===== src/rtl/pps_pkg.sv =====
package pps_pkg;
   typedef enum logic [1:0] {
      ACT_NEXT   = 2'd0,
      ACT_LOOP   = 2'd1,
      ACT_FINISH = 2'd2
   } seg_act_e;
endpackage


===== src/rtl/pps_sync_edge.sv =====
module pps_sync_edge #(
   parameter int STAGES = 2
) (
   input  logic clk,
   input  logic rst_n,
   input  logic async_in,
   output logic rise
);
   logic [STAGES-1:0] chain_q;
   logic              prev_q;

   genvar g;
   generate
      for (g = 0; g < STAGES; g++) begin : g_stage
         if (g == 0) begin : g_first
            always_ff @(posedge clk or negedge rst_n)
               if (!rst_n) chain_q[0] <= 1'b0;
               else        chain_q[0] <= async_in;
         end else begin : g_rest
            always_ff @(posedge clk or negedge rst_n)
               if (!rst_n) chain_q[g] <= 1'b0;
               else        chain_q[g] <= chain_q[g-1];
         end
      end
   endgenerate

   always_ff @(posedge clk or negedge rst_n)
      if (!rst_n) prev_q <= 1'b0;
      else        prev_q <= chain_q[STAGES-1];

   assign rise = chain_q[STAGES-1] & ~prev_q;
endmodule


===== src/rtl/pps_cfg_check.sv =====
module pps_cfg_check #(
   parameter int NSEG   = 4,
   parameter int LEN_W  = 12,
   localparam int SEG_W  = $clog2(NSEG),
   localparam int CNTS_W = $clog2(NSEG+1)
) (
   input  logic [NSEG*LEN_W-1:0] seg_len,
   input  logic [CNTS_W-1:0]     seg_count,
   input  logic                  loop_on,
   input  logic [SEG_W-1:0]      loop_first,
   input  logic [SEG_W-1:0]      loop_last,
   output logic                  bad
);
   logic [NSEG-1:0] empty_used;

   genvar g;
   generate
      for (g = 0; g < NSEG; g++) begin : g_seg
         assign empty_used[g] = (g < int'(seg_count)) &&
                                (seg_len[g*LEN_W +: LEN_W] == '0);
      end
   endgenerate

   logic count_bad, loop_bad;
   assign count_bad = (seg_count == '0) || (int'(seg_count) > NSEG);
   assign loop_bad  = loop_on && ((loop_first > loop_last) ||
                                  (int'(loop_last) >= int'(seg_count)));
   assign bad = count_bad || loop_bad || (|empty_used);
endmodule


===== src/rtl/pps_loop_ctrl.sv =====
module pps_loop_ctrl
   import pps_pkg::*;
#(
   parameter int NSEG   = 4,
   parameter int CNT_W  = 8,
   localparam int SEG_W  = $clog2(NSEG),
   localparam int CNTS_W = $clog2(NSEG+1)
) (
   input  logic [SEG_W-1:0]  seg_cur,
   input  logic [CNT_W-1:0]  left_cur,
   input  logic [CNTS_W-1:0] seg_count,
   input  logic              loop_on,
   input  logic [SEG_W-1:0]  loop_first,
   input  logic [SEG_W-1:0]  loop_last,
   input  logic [CNT_W-1:0]  loop_reps,
   output seg_act_e          act,
   output logic [SEG_W-1:0]  seg_nxt,
   output logic [CNT_W-1:0]  left_nxt
);
   logic at_end, endless, jump_back;
   assign at_end    = loop_on && (seg_cur == loop_last);
   assign endless   = (loop_reps == '0);
   assign jump_back = at_end && (endless || (left_cur > CNT_W'(1)));

   always_comb begin
      act      = ACT_NEXT;
      seg_nxt  = seg_cur + SEG_W'(1);
      left_nxt = left_cur;
      if (jump_back) begin
         act     = ACT_LOOP;
         seg_nxt = loop_first;
         if (!endless) left_nxt = left_cur - CNT_W'(1);
      end else begin
         if (at_end) left_nxt = '0;
         if (int'(seg_cur) + 1 >= int'(seg_count)) act = ACT_FINISH;
      end
   end
endmodule


===== src/rtl/pps_player.sv =====
module pps_player
   import pps_pkg::*;
#(
   parameter int NSEG        = 4,
   parameter int ADDR_W      = 16,
   parameter int LEN_W       = 12,
   parameter int CNT_W       = 8,
   parameter int SYNC_STAGES = 2,
   localparam int SEG_W  = $clog2(NSEG),
   localparam int CNTS_W = $clog2(NSEG+1)
) (
   input  logic                   clk,
   input  logic                   rst_n,
   input  logic                   en,
   input  logic                   cmd_start,
   input  logic                   aux_in,
   input  logic [NSEG*ADDR_W-1:0] seg_base,
   input  logic [NSEG*LEN_W-1:0]  seg_len,
   input  logic [CNTS_W-1:0]      seg_count,
   input  logic                   loop_on,
   input  logic [SEG_W-1:0]       loop_first,
   input  logic [SEG_W-1:0]       loop_last,
   input  logic [CNT_W-1:0]       loop_reps,
   output logic [ADDR_W-1:0]      rd_addr,
   output logic                   rd_valid,
   output logic [SEG_W-1:0]       seg_idx,
   output logic [CNT_W-1:0]       loops_left,
   output logic                   done,
   output logic                   cfg_err
);
   generate
      if (NSEG < 2 || NSEG > 4) begin : g_bad_nseg
         $error("pps_player: NSEG must lie in 2..4");
      end
      if (SYNC_STAGES < 2) begin : g_bad_sync
         $error("pps_player: SYNC_STAGES must be at least 2");
      end
      if (LEN_W > ADDR_W) begin : g_bad_len
         $error("pps_player: LEN_W must not exceed ADDR_W");
      end
   endgenerate

   logic aux_rise;
   pps_sync_edge #(.STAGES(SYNC_STAGES)) u_sync (
      .clk(clk), .rst_n(rst_n), .async_in(aux_in), .rise(aux_rise)
   );

   pps_cfg_check #(.NSEG(NSEG), .LEN_W(LEN_W)) u_cfg (
      .seg_len(seg_len), .seg_count(seg_count), .loop_on(loop_on),
      .loop_first(loop_first), .loop_last(loop_last), .bad(cfg_err)
   );

   logic              busy_q, done_q;
   logic [SEG_W-1:0]  seg_q;
   logic [LEN_W-1:0]  off_q;
   logic [ADDR_W-1:0] addr_q;
   logic [CNT_W-1:0]  left_q;

   seg_act_e         act;
   logic [SEG_W-1:0] seg_nxt;
   logic [CNT_W-1:0] left_nxt;

   pps_loop_ctrl #(.NSEG(NSEG), .CNT_W(CNT_W)) u_loop (
      .seg_cur(seg_q), .left_cur(left_q), .seg_count(seg_count),
      .loop_on(loop_on), .loop_first(loop_first), .loop_last(loop_last),
      .loop_reps(loop_reps), .act(act), .seg_nxt(seg_nxt), .left_nxt(left_nxt)
   );

   logic [LEN_W-1:0]  cur_len;
   logic [ADDR_W-1:0] nxt_base;
   logic              last_word, go;

   assign cur_len   = seg_len[seg_q*LEN_W +: LEN_W];
   assign nxt_base  = seg_base[seg_nxt*ADDR_W +: ADDR_W];
   assign last_word = (off_q == cur_len - LEN_W'(1));
   assign go        = en && !busy_q && !cfg_err && (cmd_start || aux_rise);

   always_ff @(posedge clk or negedge rst_n) begin
      if (!rst_n) begin
         busy_q <= 1'b0;
         done_q <= 1'b0;
         seg_q  <= '0;
         off_q  <= '0;
         addr_q <= '0;
         left_q <= '0;
      end else if (!en) begin
         busy_q <= 1'b0;
         done_q <= 1'b0;
      end else if (go) begin
         busy_q <= 1'b1;
         done_q <= 1'b0;
         seg_q  <= '0;
         off_q  <= '0;
         addr_q <= seg_base[ADDR_W-1:0];
         left_q <= loop_reps;
      end else if (busy_q) begin
         if (!last_word) begin
            off_q  <= off_q + LEN_W'(1);
            addr_q <= addr_q + ADDR_W'(1);
         end else if (act == ACT_FINISH) begin
            busy_q <= 1'b0;
            done_q <= 1'b1;
            left_q <= left_nxt;
         end else begin
            seg_q  <= seg_nxt;
            off_q  <= '0;
            addr_q <= nxt_base;
            left_q <= left_nxt;
         end
      end
   end

   assign rd_addr    = addr_q;
   assign rd_valid   = busy_q;
   assign seg_idx    = seg_q;
   assign loops_left = left_q;
   assign done       = done_q;
endmodule


===== config.mk =====
export PLATFORM = sky130hd
export DESIGN_NAME = pps_player
export DESIGN_NICKNAME = d
export VERILOG_FILES = /design/src/rtl/pps_pkg.sv /design/src/rtl/pps_sync_edge.sv /design/src/rtl/pps_cfg_check.sv /design/src/rtl/pps_loop_ctrl.sv /design/src/rtl/pps_player.sv
export SDC_FILE = /design/constraint.sdc
export NUM_CORES = 1
export LEC_CHECK = 0
export BUFFER_PORTS_ARGS = -buffer_cell sky130_fd_sc_hd__buf_4
export CAP_MARGIN = 20
export CORE_ASPECT_RATIO = 0.8
export CORE_UTILIZATION = 30
export DETAILED_ROUTE_END_ITERATION = 7
export MAX_ROUTING_LAYER = met4
export SYNTH_ARGS = -nofsm -noshare
export SYNTH_HDL_FRONTEND = slang
export SYNTH_SLANG_ARGS = --single-unit

===== constraint.sdc =====
create_clock -name clk -period 4.6 [get_ports clk]
set_input_delay 0.69 -clock clk [delete_from_list [all_inputs] [get_ports clk]]
set_output_delay 0.69 -clock clk [all_outputs]
set_load 0.1 [all_outputs]

Word level (Yosys, flattened, before mapping)
Index checks and enable logic that the tools add are counted.

cells by class
  add/sub/neg operators = 6
  multiply operators = 1
  $lt $le $gt $ge = 9
  equal/unequal tests = 9
  shift-type cells = 2
  muxes and demuxes = 31
  bitwise operators = 2
  reduce and logical (&&, ||, !) cells = 32

operators by type and width
  operator                                                        number
  2-to-1 mux 16 bit                                               4
  variable part select 64 x 7 -> 16 bit                           1
  zero test 12 bit                                                4
  2-to-1 mux 12 bit                                               4
  2-to-1 mux 8 bit                                                6
  variable part select 48 x 7 -> 12 bit                           1
  >= comparator 32 x 4 -> 1 bit                                   1
  adder 16 x 1 -> 16 bit (second input constant)                  1
  2-to-1 mux 2 bit                                                7
  adder 12 x 1 -> 12 bit (second input constant)                  1
  equality test 12 bit                                            1
  subtractor 12 x 1 -> 12 bit (second input constant)             1
  logical AND 1 bit                                               10
  2-to-1 mux 1 bit                                                10
  inequality test 3 x 1 -> 1 bit (second input constant)          3
  greater-than comparator 8 x 1 -> 1 bit (second input constant)  1
  zero test 8 bit                                                 1
  subtractor 8 x 1 -> 8 bit (second input constant)               1
  logical OR 1 bit                                                6
  < comparator 1 x 3 -> 1 bit (first input constant)              2
  < comparator 2 x 3 -> 1 bit (first input constant)              2
  inequality test 3 bit (second input constant)                   2
  AND reduction 3 bit                                             2
  AND reduction 5 bit                                             1
  other kinds (17)                                                19

storage, ports and cells
  register bits after elaboration = 43

Longest topological paths before layout
Gate-level depths: netlist (run 1).

  depth in word-level cells = 10
  depth in mapped cells = 15

Hierarchy
Synthesis (run 1) repeated with hierarchy kept, for this count alone.

second synthesis, totals
  cell total of the unflattened synthesis = 460
  area, all modules = 4,264.1 sq um

by module, submodules not included
  module         instances  cells each  area each (sq um)  seq. area each (sq um)
  pps_player     1          360         3,440.8            1,001.0
  pps_loop_ctrl  1          60          469.2              0.0
  pps_cfg_check  1          36          265.3              0.0
  pps_sync_edge  1          4           88.8               75.1

Worst setup path after synthesis (run 1)
No wires, ideal clock.

  path type = register to register
  from = register seg_q[0], in the netlist seg_idx[0]
  to = register left_q[4], in the netlist loops_left[4]
  arrival = 4.584 ns
  data required time = 4.497 ns
  slack = -0.087 ns
  stages on the path, launching flop included = 14
  buffers on the path = 2
  cells stage by stage = dfrtp_1 -> buf_6 -> buf_6 -> mux4_2 -> inv_1 -> ha_1 -> nand4_1 -> a2111oi_1 -> o2111a_1 -> o311ai_1 -> or4_4 -> or4b_4 -> or4_4 -> o31ai_1

between the ends
  word-level cells in the longest chain between the ends = 7
  elaborated cells on any way between the ends = 15
  those cells by class = add/sub: 1; mul: 1; eq/ne: 3; shift: 1; mux: 4; reduce/logical: 5

ends and longest elaborated chain
  what                                                                                 RTL line           RTL
  from (decl)                                                                          pps_player.sv:54   logic [SEG_W-1:0] seg_q;
  from (signal assigned)                                                               pps_player.sv:105  seg_q <= seg_nxt;
  parallel branches: the longest is 7 deep, another holds subtractor 12 x 1 -> 12 bit  -
  to (signal assigned)                                                                 pps_player.sv:95   left_q <= loop_reps;
  to (signal assigned)                                                                 pps_player.sv:103  left_q <= left_nxt;
  to (signal assigned)                                                                 pps_player.sv:108  left_q <= left_nxt;
  to (decl)                                                                            pps_player.sv:57   logic [CNT_W-1:0] left_q;

Several ways; the timed one is not identified. The select of a mux whose other input is x is not followed.
A chain may end at the register's enable or synchronous reset.

Worst setup path after layout (run 1)
Ends and elaborated chain as after synthesis.

==> results.py, run 1 <==
metrics = {
    "floorplan": {
        "die_width_um": 134.6,
        "dieArea_um2": 14560,
        "die_height_um": 108.1,
        "num_rows": 38,
        "ios": 162,
        "initial_core_util": 0.3095,
        "fp.coreArea_um2": 13650,
    },
    "setup_path": {
        "rr_endpoint": "loops_left[4]$_DFFE_PN0P_",
        "cp_cell_sequence": "mux4_2 > inv_1 > ha_1 > nand4_1 > a2111oi_1 > o2111a_1 > o311ai_1 > or4_4 > or4b_4 > or4_4 > o31ai_1",
        "r2r_cells": 11,
        "start_kind": "register",
        "crit_slowest_cell": "mux4_2",
        "cpPeakStageDelay_ns": 0.59,
        "worst_path_most_repeated_cell": "or4_4",
        "endpoint_kind": "register",
        "arrival_ns": 4.48,
        "critPathMaxFanout": 13,
        "regToRegSetupSlack_ns": 0.30,
        "path_class": "reg2reg",
        "critPathRequiredTime_ns": 4.78,
        "crit-reg2reg-launch": "seg_idx[0]$_DFFE_PN0P_",
    },
    "run": {
        "drv_cap": 0,
    },
    "power_and_ir_drop": {
        "power_density_nw_per_um2": 470.8,
        "p_leak_nw": 2.560,
        "p_total_mw": 2.752,
        "irDropWorstVdd_uv": 452.7,
    },
    "clock_network": {
        "cts_hold_buf": 0,
        "cts_tree": "done",
        "cts_root_buffer": "clkbuf_16",
        "clk_path_buf_depth": 2,
        "clk_pin_slew_ns": 0.06,
        "cts-htree-levels": 2,
        "worstSkewPairLatency_ns": 0.28,
        "cts_resized": 0,
        "postCtsSetupBuffers": 0,
        "cts_made_buffers": 5,
        "clock-sinks": 43,
    },
    "cells_and_area": {
        "layout.nets": 813,
        "drive_gt1_frac": 0.3343,
        "synthToLayoutAreaGrowth_pct": 38.40,
        "multi_input_area_um2": 2994,
        "final_area_um2": 5844,
        "regArea_um2": 1080,
        "num_antenna_cells": 0,
        "num-fill-cells": 1355,
    },
    "grt": {
        "grt_remaining_overflow": 0,
        "grt_antenna_before_repair": 0,
        "grt_pass1_wl_mm": 23.56,
        "grt_pass1_vias": 4593,
        "track_usage": 0.2103,
        "grt_max_degree": 44,
    },
    "drt": {
        "dr.pass1.iters": 5,
        "drc": 0,
        "drt_first_iter_violations": 278,
        "num_vias": 4607,
        "viasPerCell": 5.439,
        "drtAntennaViolNets": 0,
        "wirelength_mm": 14.72,
        "wire_per_inst_um": 17.38,
    },
    "yosys": {
        "yosysTopAreaCell": "dfrtp_1",
        "ys_seq_elements": 43,
        "synth_top_area_frac": 0.2548,
        "async_reset_ff_frac": 1.000,
        "synth_edf_count": 0,
        "ys_types": 66,
        "syn_area_um2": 4223,
        "ys_seq_area_frac": 0.2548,
        "synth.area.top_cells": "dfrtp_1 (25%), mux4_2 (6.9%), mux2i_1 (6.6%), a21oi_1 (5.5%), nor2_1 (5.4%)",
        "synth_fp_nets": 654,
        "ys_warn_count": 0,
        "synthFlopType": "dfrtp_1",
        "avgSynthCellArea_um2": 8.313,
        "syn-instance-count": 508,
    },
    "timing": {
        "hold_viol_final": 0,
        "fin_crit_ns": 4.300,
        "slew_headroom": 0.4048,
        "clock.fmax_mhz": 232.6,
        "worst_pin_slew_ns": 0.8928,
        "fin_crit_sh": 0.9347,
        "rsz0062_at_grt": "false",
        "setup_viol_count_final": 0,
        "worst_slack_ns": 0.3002,
        "final.setup_skew_ns": 0.006180,
        "slew_violations": 0,
        "fin_setup_tns_ns": 0,
    },
    "placed_design": {
        "hpwl_mm": 11.79,
        "gp_congestion": 0.8927,
        "portBuffers": 161,
        "dpl_cell_area_um2": 5709,
        "pre_cts_slack_ns": 0.1042,
    },
    "hold_path": {
        "hold_depth": 0,
        "holdCritPathClass": "reg2reg",
        "min_from": "u_sync.chain_q[0]$_DFF_PN0_",
        "hold-path-endpoint": "u_sync.chain_q[1]$_DFF_PN0_",
    },
    "status": {
        "status": "complete, no violations",
    },
}
==> cell usage after synthesis, types with 4 or more instances <==
library cell and number:
nor4_1 17, xnor2_1 12, dfrtp_1 43, nor3_1 9, nand2b_1 5, and3_1 7
nand4_1 7, nand3_1 13, mux2_2 14, a31oi_1 5, nor2_1 61, or3_1 6
o21ai_0 15, mux4_2 13, clkbuf_1 19, o31ai_1 4, xor2_1 16, mux2i_1 28
nand2_1 49, ha_1 13, nor2b_1 4, inv_1 19, o211ai_1 19, a21oi_1 46
==> worst max-delay path by stage <==
stage	cells past startpoint	endpoint	slack, ns	startpoint
floorplan	12	loops_left[4]$_DFFE_PN0P_	0.17	seg_idx[1]$_DFFE_PN0P_
global placement	12	loops_left[4]$_DFFE_PN0P_	0.20	seg_len[36]
detailed placement	12	loops_left[4]$_DFFE_PN0P_	0.10	seg_len[36]
CTS	11	loops_left[4]$_DFFE_PN0P_	0.23	seg_idx[0]$_DFFE_PN0P_
global route	11	loops_left[4]$_DFFE_PN0P_	0.07	seg_idx[0]$_DFFE_PN0P_
finish	11	loops_left[4]$_DFFE_PN0P_	0.30	seg_idx[0]$_DFFE_PN0P_
==> power by group <==
part	switching (mW)	internal, mW
Clock	0.140	0.199
Combinational	1.20	0.566
Sequential	0.163	0.478
==> cells in the final DEF, fill, tap and decap left out, drive strengths merged, types with 3 or more instances in the layout <==
cell type and n:
dfrtp 43, nor3 10, nand3 13, nand2b 5
o31ai 4, nor2 61, o211ai 19, o21a 3
a22oi 3, a211oi 4, nand2 49, a21oi 46
nor4 17, or4 5, or3 7, mux2i 28
clkbuf 7, and3 7, o21ai 17, buf 177
nand4 7, a31oi 5, ha 13, nor2b 4
inv 19, xnor2 12, mux2 15, xor2 16
o311ai 4, mux4 13
==> through the flow <==
stage / hold WS, ns / std cells / util
after floorplan: 0.3312 / 508 / -
after global placement: 0.3365 / 840 / 0.4184
after detailed placement: 0.3387 / 840 / 0.4184
after CTS: 0.3526 / 847 / 0.4281
after global routing: 0.3663 / 847 / 0.4283
final: 0.3504 / 847 / 0.4283
==> metal layers <==
| metal | GRT usage | vias to the layer above | part of all wire |
|---|---|---|---|
| met2 | 0.3343 | 156 | 0.46 |
| met4 | 0.03531 | 0 | 0.0075 |
| met1 | 0.2823 | 2217 | 0.46 |
| met5 | - | - | 0 |
| met3 | 0.03797 | 8 | 0.067 |
| li1 | - | 2226 | - |
==> critical path, delay by kind of cell, from the launching register on <==
kind	cells	cell delay, ns
AO/OA/AOI/OAI	4	1.02
AND/OR/NAND/NOR	4	1.76
flip-flops	1	0.55
buffers and inverters	1	0.08
adder cells (fa/ha/maj)	1	0.20
multiplexers	1	0.59
==> cells by family after synthesis <==
group	synth area share
AO/OA/AOI/OAI	0.1994
buffers and inverters	0.04355
AND/OR/NAND/NOR	0.2299
XOR/XNOR	0.05807
adder cells (fa/ha/maj)	0.03852
multiplexers	0.1757
flip-flops	0.2548
==> sequential cells by signal, indices dropped and copies added, names as in the netlist <==
register	count
off_q	12
u_sync.chain_q	2
rd_valid	1
u_sync.prev_q	1
done	1
loops_left	8
rd_addr	16
seg_idx	2
==> cell type report <==
cell class | count | share of cell area
inverters | 19 | 0.01220
repair buffers | 177 | 0.2295
well taps | 180 | 0.03854
multi-input cells | 421 | 0.5123
clock buffers | 7 | 0.02269
flip-flops and latches | 43 | 0.1848
Power figures use the tool's default switching activity.
==> inputs of run 2 (changes only) <==
- CTS_BUF_LIST: not set -> sky130_fd_sc_hd__clkbuf_8
==> results.py, run 2 (synthesis gave the netlist of run 1 again) <==
metrics = {
    "grt": {
        "track_usage": 0.2100,
        "grt_antenna_before_repair": 0,
        "use_met1": 0.2823,
        "grt_remaining_overflow": 0,
        "grt_use_met2": 0.3343,
        "grt_max_degree": 44,
        "grt_pass1_vias": 4588,
        "busiest_layer": "met2",
        "grt_pass1_wl_mm": 23.57,
        "grt_use_met3": 0.03797,
    },
    "floorplan": {
        "dieArea_um2": 14560,
        "initial_core_util": 0.3095,
        "num_rows": 38,
        "die_width_um": 134.6,
        "fp.coreArea_um2": 13650,
        "die_height_um": 108.1,
        "ios": 162,
    },
    "drt": {
        "viasPerCell": 5.424,
        "drt_first_iter_violations": 243,
        "drc": 0,
        "num_vias": 4594,
        "wire_per_inst_um": 17.35,
        "dr.pass1.iters": 4,
        "wirelength_mm": 14.70,
        "drtAntennaViolNets": 0,
    },
    "setup_path": {
        "critPathMaxFanout": 13,
        "crit-reg2reg-launch": "seg_idx[0]$_DFFE_PN0P_",
        "arrival_ns": 4.50,
        "startpoint": "seg_idx[0]$_DFFE_PN0P_",
        "path_class": "reg2reg",
        "critPathRequiredTime_ns": 4.80,
        "start_kind": "register",
        "endpoint_kind": "register",
    },
    "placed_design": {
        "dpl_cell_area_um2": 5709,
        "gp_congestion": 0.8927,
        "portBuffers": 161,
        "pre_cts_slack_ns": 0.1042,
        "hpwl_mm": 11.79,
    },
    "timing": {
        "worst_slack_ns": 0.3034,
        "slew_headroom": 0.3945,
        "hold_viol_final": 0,
        "fin_crit_ns": 4.297,
        "fin_setup_tns_ns": 0,
        "final.setup_skew_ns": 0.008481,
        "fin_crit_sh": 0.9340,
        "rsz0062_at_grt": "false",
        "slew_violations": 0,
        "clock.fmax_mhz": 232.7,
        "setup_viol_count_final": 0,
        "worst_pin_slew_ns": 0.9083,
    },
    "clock_network": {
        "cts-htree-levels": 2,
        "cts_tree": "done",
        "clock-sinks": 43,
        "clk_path_buf_depth": 2,
        "cts_made_buffers": 5,
        "clk_pin_slew_ns": 0.08,
        "cts_root_buffer": "clkbuf_8",
        "worstSkewPairLatency_ns": 0.29,
        "postCtsSetupBuffers": 0,
    },
    "cells_and_area": {
        "final_area_um2": 5788,
        "layout.nets": 813,
        "num_antenna_cells": 0,
        "largest_reg_flops": 16,
        "synthToLayoutAreaGrowth_pct": 37.07,
        "post-route-util": 0.4242,
        "drive_gt1_frac": 0.3343,
        "final_common_cell": "buf_4",
        "mostFrequentLayoutCells": "buf_4 (176), nor2_1 (61), nand2_1 (49)",
    },
    "power_and_ir_drop": {
        "irDropWorstVdd_uv": 452.9,
        "p_leak_nw": 2.543,
        "power_density_nw_per_um2": 456.3,
    },
    "hold_path": {
        "holdCritPathClass": "reg2reg",
        "min_from": "u_sync.chain_q[0]$_DFF_PN0_",
    },
    "run": {
        "drv_cap": 0,
    },
    "status": {
        "status": "complete, no violations",
    },
}
run 2: path summary, 6_finish.rpt:
kind / slack, ns / end / cells past startpoint
max: 0.30 / loops_left[4]$_DFFE_PN0P_ / 11
min: 0.36 / u_sync.chain_q[1]$_DFF_PN0_ / 0
max reg2reg: 0.30 / loops_left[4]$_DFFE_PN0P_ / 11
min reg2reg: 0.36 / u_sync.chain_q[1]$_DFF_PN0_ / 0
max in group asynchronous: 3.77 / seg_idx[0]$_DFFE_PN0P_ / 1
min in group asynchronous: 0.38 / rd_addr[2]$_DFFE_PN0P_ / 1
run 2: power by group:
part	switching (mW)	leakage, nW	total (mW)	internal, mW
logic	1.20	1.97	1.77	0.566
clock network	0.129	0.0466	0.229	0.100
registers	0.164	0.528	0.641	0.477
total	1.50	2.54	2.64	1.14
run 2: worst max-delay path, stage by stage, from the launching register on:
cell       delay, ns
dfrtp_4         0.55
mux4_2          0.59
inv_1           0.08
ha_1            0.20
nand4_1         0.23
a2111oi_1       0.45
o2111a_1        0.24
o311ai_1        0.12
or4_4           0.48
or4b_4          0.59
or4_4           0.46
o31ai_1         0.20
run 2: cell type report:
class                           count  area, um2
Inverter                           19      71.32
Fill cell                        1365       7858
Multi-Input combinational cell    421       2994
Clock inverter                      2      7.507
Clock buffer                        5      68.82
Sequential cell                    43       1080
Timing Repair Buffer              177       1341
Tap cell                          180      225.2
run 2: through the flow:
step	cells	hold WS (ns)	total power, mW
floorplan	508	0.3312	1.912
CTS	847	0.3574	2.647
detailed placement	840	0.3387	2.414
global route	847	0.3733	2.807
finish	847	0.3552	2.641
global placement	840	0.3365	2.394
run 2: per-layer routing:
layer,up-vias,wire length (um)
met3,10,894
met5,-,0
met2,150,6816
li1,2222,-
met4,0,114
met1,2212,6869
run 2: what timing repair did:
action                                 CTS  global route
setup endpoints to repair                0             1
resized for setup                        0             1
endpoints found under the hold margin    0             0
hold buffers                             0             0
==> inputs of run 3 (changes only) <==
- CTS_BUF_LIST: sky130_fd_sc_hd__clkbuf_8 -> not set
- GPL_TIMING_DRIVEN: not set -> 1
- MAX_ROUTING_LAYER: met4 -> not set
==> results.py, run 3 (synthesis gave the netlist of run 1 again) <==
metrics = {
    "setup_path": {
        "path_class": "reg2reg",
        "critPathRequiredTime_ns": 4.81,
        "rr_endpoint": "loops_left[3]$_DFFE_PN0P_",
        "regToRegSetupSlack_ns": 0.28,
        "arrival_ns": 4.53,
        "start_kind": "register",
        "endpoint_kind": "register",
        "critPathMaxFanout": 14,
        "r2r_cells": 11,
        "crit-reg2reg-launch": "seg_idx[0]$_DFFE_PN0P_",
    },
    "clock_network": {
        "cts-htree-levels": 2,
        "cts_tree": "done",
        "clk_path_buf_depth": 2,
        "clock-sinks": 43,
        "cts_made_buffers": 5,
        "cts_root_buffer": "clkbuf_16",
        "worstSkewPairLatency_ns": 0.29,
        "clk_pin_slew_ns": 0.06,
        "cts_hold_buf": 0,
        "postCtsSetupBuffers": 0,
    },
    "floorplan": {
        "die_height_um": 108.1,
        "dieArea_um2": 14560,
        "die_width_um": 134.6,
        "initial_core_util": 0.3095,
        "fp.coreArea_um2": 13650,
        "ios": 162,
        "num_rows": 38,
    },
    "timing": {
        "slew_violations": 0,
        "final.setup_skew_ns": 0.005672,
        "fin_crit_ns": 4.321,
        "fin_setup_tns_ns": 0,
        "fin_crit_sh": 0.9393,
        "clock.fmax_mhz": 231.5,
        "hold_viol_final": 0,
        "rsz0062_at_grt": "false",
        "setup_viol_count_final": 0,
        "worst_pin_slew_ns": 0.8092,
        "slew_headroom": 0.4605,
    },
    "grt": {
        "grt_max_degree": 44,
        "grt_antenna_before_repair": 0,
        "grt_pass1_wl_mm": 23.78,
        "track_usage": 0.2076,
        "grt_pass1_vias": 4585,
        "grt_remaining_overflow": 0,
    },
    "drt": {
        "top_layer": "met4",
        "drc": 0,
        "drt_first_iter_violations": 329,
        "dr.pass1.iters": 6,
        "dr_wl_met3_um": 879,
        "num_vias": 4660,
        "wire_per_inst_um": 17.65,
        "viasPerCell": 5.508,
        "drtAntennaViolNets": 0,
        "wl_met1_mm": 7.087,
        "wirelength_mm": 14.93,
        "wl_met2_mm": 6.745,
    },
    "power_and_ir_drop": {
        "p_total_mw": 2.759,
        "p_leak_nw": 2.559,
        "clkPwrFrac": 0.122,
        "p_int_mw": 1.239,
        "seqPwrFrac": 0.235,
        "power_density_nw_per_um2": 472.3,
        "p_sw_mw": 1.519,
        "p_comb_frac": 0.644,
        "irDropWorstVdd_uv": 568.6,
        "swShare": 0.5507,
    },
    "cells_and_area": {
        "largest_reg_flops": 16,
        "mostFrequentLayoutCells": "buf_4 (176), nor2_1 (61), nand2_1 (49)",
        "synthToLayoutAreaGrowth_pct": 38.31,
        "num-fill-cells": 1379,
        "num_antenna_cells": 0,
        "layout.nets": 813,
        "drive_gt1_frac": 0.3348,
        "final_common_cell": "buf_4",
    },
    "hold_path": {
        "min_from": "u_sync.chain_q[0]$_DFF_PN0_",
        "hold-path-endpoint": "u_sync.chain_q[1]$_DFF_PN0_",
        "hold_depth": 0,
        "holdCritPathClass": "reg2reg",
    },
    "placed_design": {
        "gp_congestion": 0.8709,
        "portBuffers": 161,
        "hpwl_mm": 12.02,
    },
    "status": {
        "status": "complete, no violations",
    },
    "run": {
        "drv_cap": 0,
    },
}
run 3: cell count changes in the layout (fill, tap and decap cells not counted):
| cell | before | now |
|---|---|---|
| clkbuf_16 | 0 | 5 |
| inv_1 | 21 | 19 |
| clkbuf_8 | 5 | 0 |
| clkbuf_1 | 0 | 1 |
run 3: critical path, stage by stage (launching register included):
cell,delay (ns)
dfrtp_4,0.57
mux4_2,0.60
inv_1,0.09
ha_1,0.20
nand4_1,0.22
a2111oi_1,0.45
o2111a_1,0.25
o311ai_1,0.12
or4_4,0.48
or4b_4,0.59
or4_1,0.50
a31oi_1,0.17
run 3: repair_timing:
action,4_1_cts,5_1_grt
endpoints found under the setup margin,0,4
hold endpoints to repair,0,0
gates resized for setup,0,1
run 3: how the worst max path moves through the flow:
stage | startpoint | end | slack, ns | cells after the start
final | seg_idx[0]$_DFFE_PN0P_ | loops_left[3]$_DFFE_PN0P_ | 0.28 | 11
after global routing | seg_idx[0]$_DFFE_PN0P_ | loops_left[6]$_DFFE_PN0P_ | 0.02 | 11
after CTS | seg_idx[0]$_DFFE_PN0P_ | loops_left[4]$_DFFE_PN0P_ | 0.22 | 11
after floorplan | seg_idx[1]$_DFFE_PN0P_ | loops_left[4]$_DFFE_PN0P_ | 0.17 | 12
after global placement | seg_len[36] | loops_left[4]$_DFFE_PN0P_ | 0.22 | 12
after detailed placement | seg_len[36] | loops_left[3]$_DFFE_PN0P_ | 0.13 | 12
run 3: layout make-up:
class | instances | area, um2 | area share
Tap cell | 180 | 225.2 | 0.03856
Sequential cell | 43 | 1080 | 0.1849
Clock buffer | 6 | 128.9 | 0.02207
Multi-Input combinational cell | 421 | 2994 | 0.5126
Timing Repair Buffer | 177 | 1341 | 0.2296
Inverter | 19 | 71.32 | 0.01221
run 3: power groups by stage:
stage / Combinational (mW) / Clock [mW] / Sequential, mW
global route: 1.88 / 0.365 / 0.669
CTS: 1.78 / 0.344 / 0.645
global placement: 1.75 / 0 / 0.644
floorplan: 0.669 / 0 / 1.24
finish: 1.78 / 0.335 / 0.648
detailed placement: 1.77 / 0 / 0.650
run 3: through the flow:
stage	util	cells	setup slack [ns]	hold slack (ns)	area [um2]
2_1_floorplan	-	508	0.1744	0.3312	4224
3_3_place_gp	0.4184	840	0.2208	0.3337	5709
3_5_place_dp	0.4184	840	0.1342	0.3362	5709
4_1_cts	0.4278	846	0.2215	0.3492	5838
5_1_grt	0.4280	846	0.02327	0.3616	5841
6_report	0.4280	846	0.2794	0.3481	5841
run 3: metal layers:
| metal | global-route usage | up-vias |
|---|---|---|
| met5 | 0 | - |
| met4 | 0.05618 | 0 |
| met3 | 0.03704 | 14 |
| met2 | 0.3325 | 170 |
| met1 | 0.2865 | 2257 |
| li1 | - | 2219 |
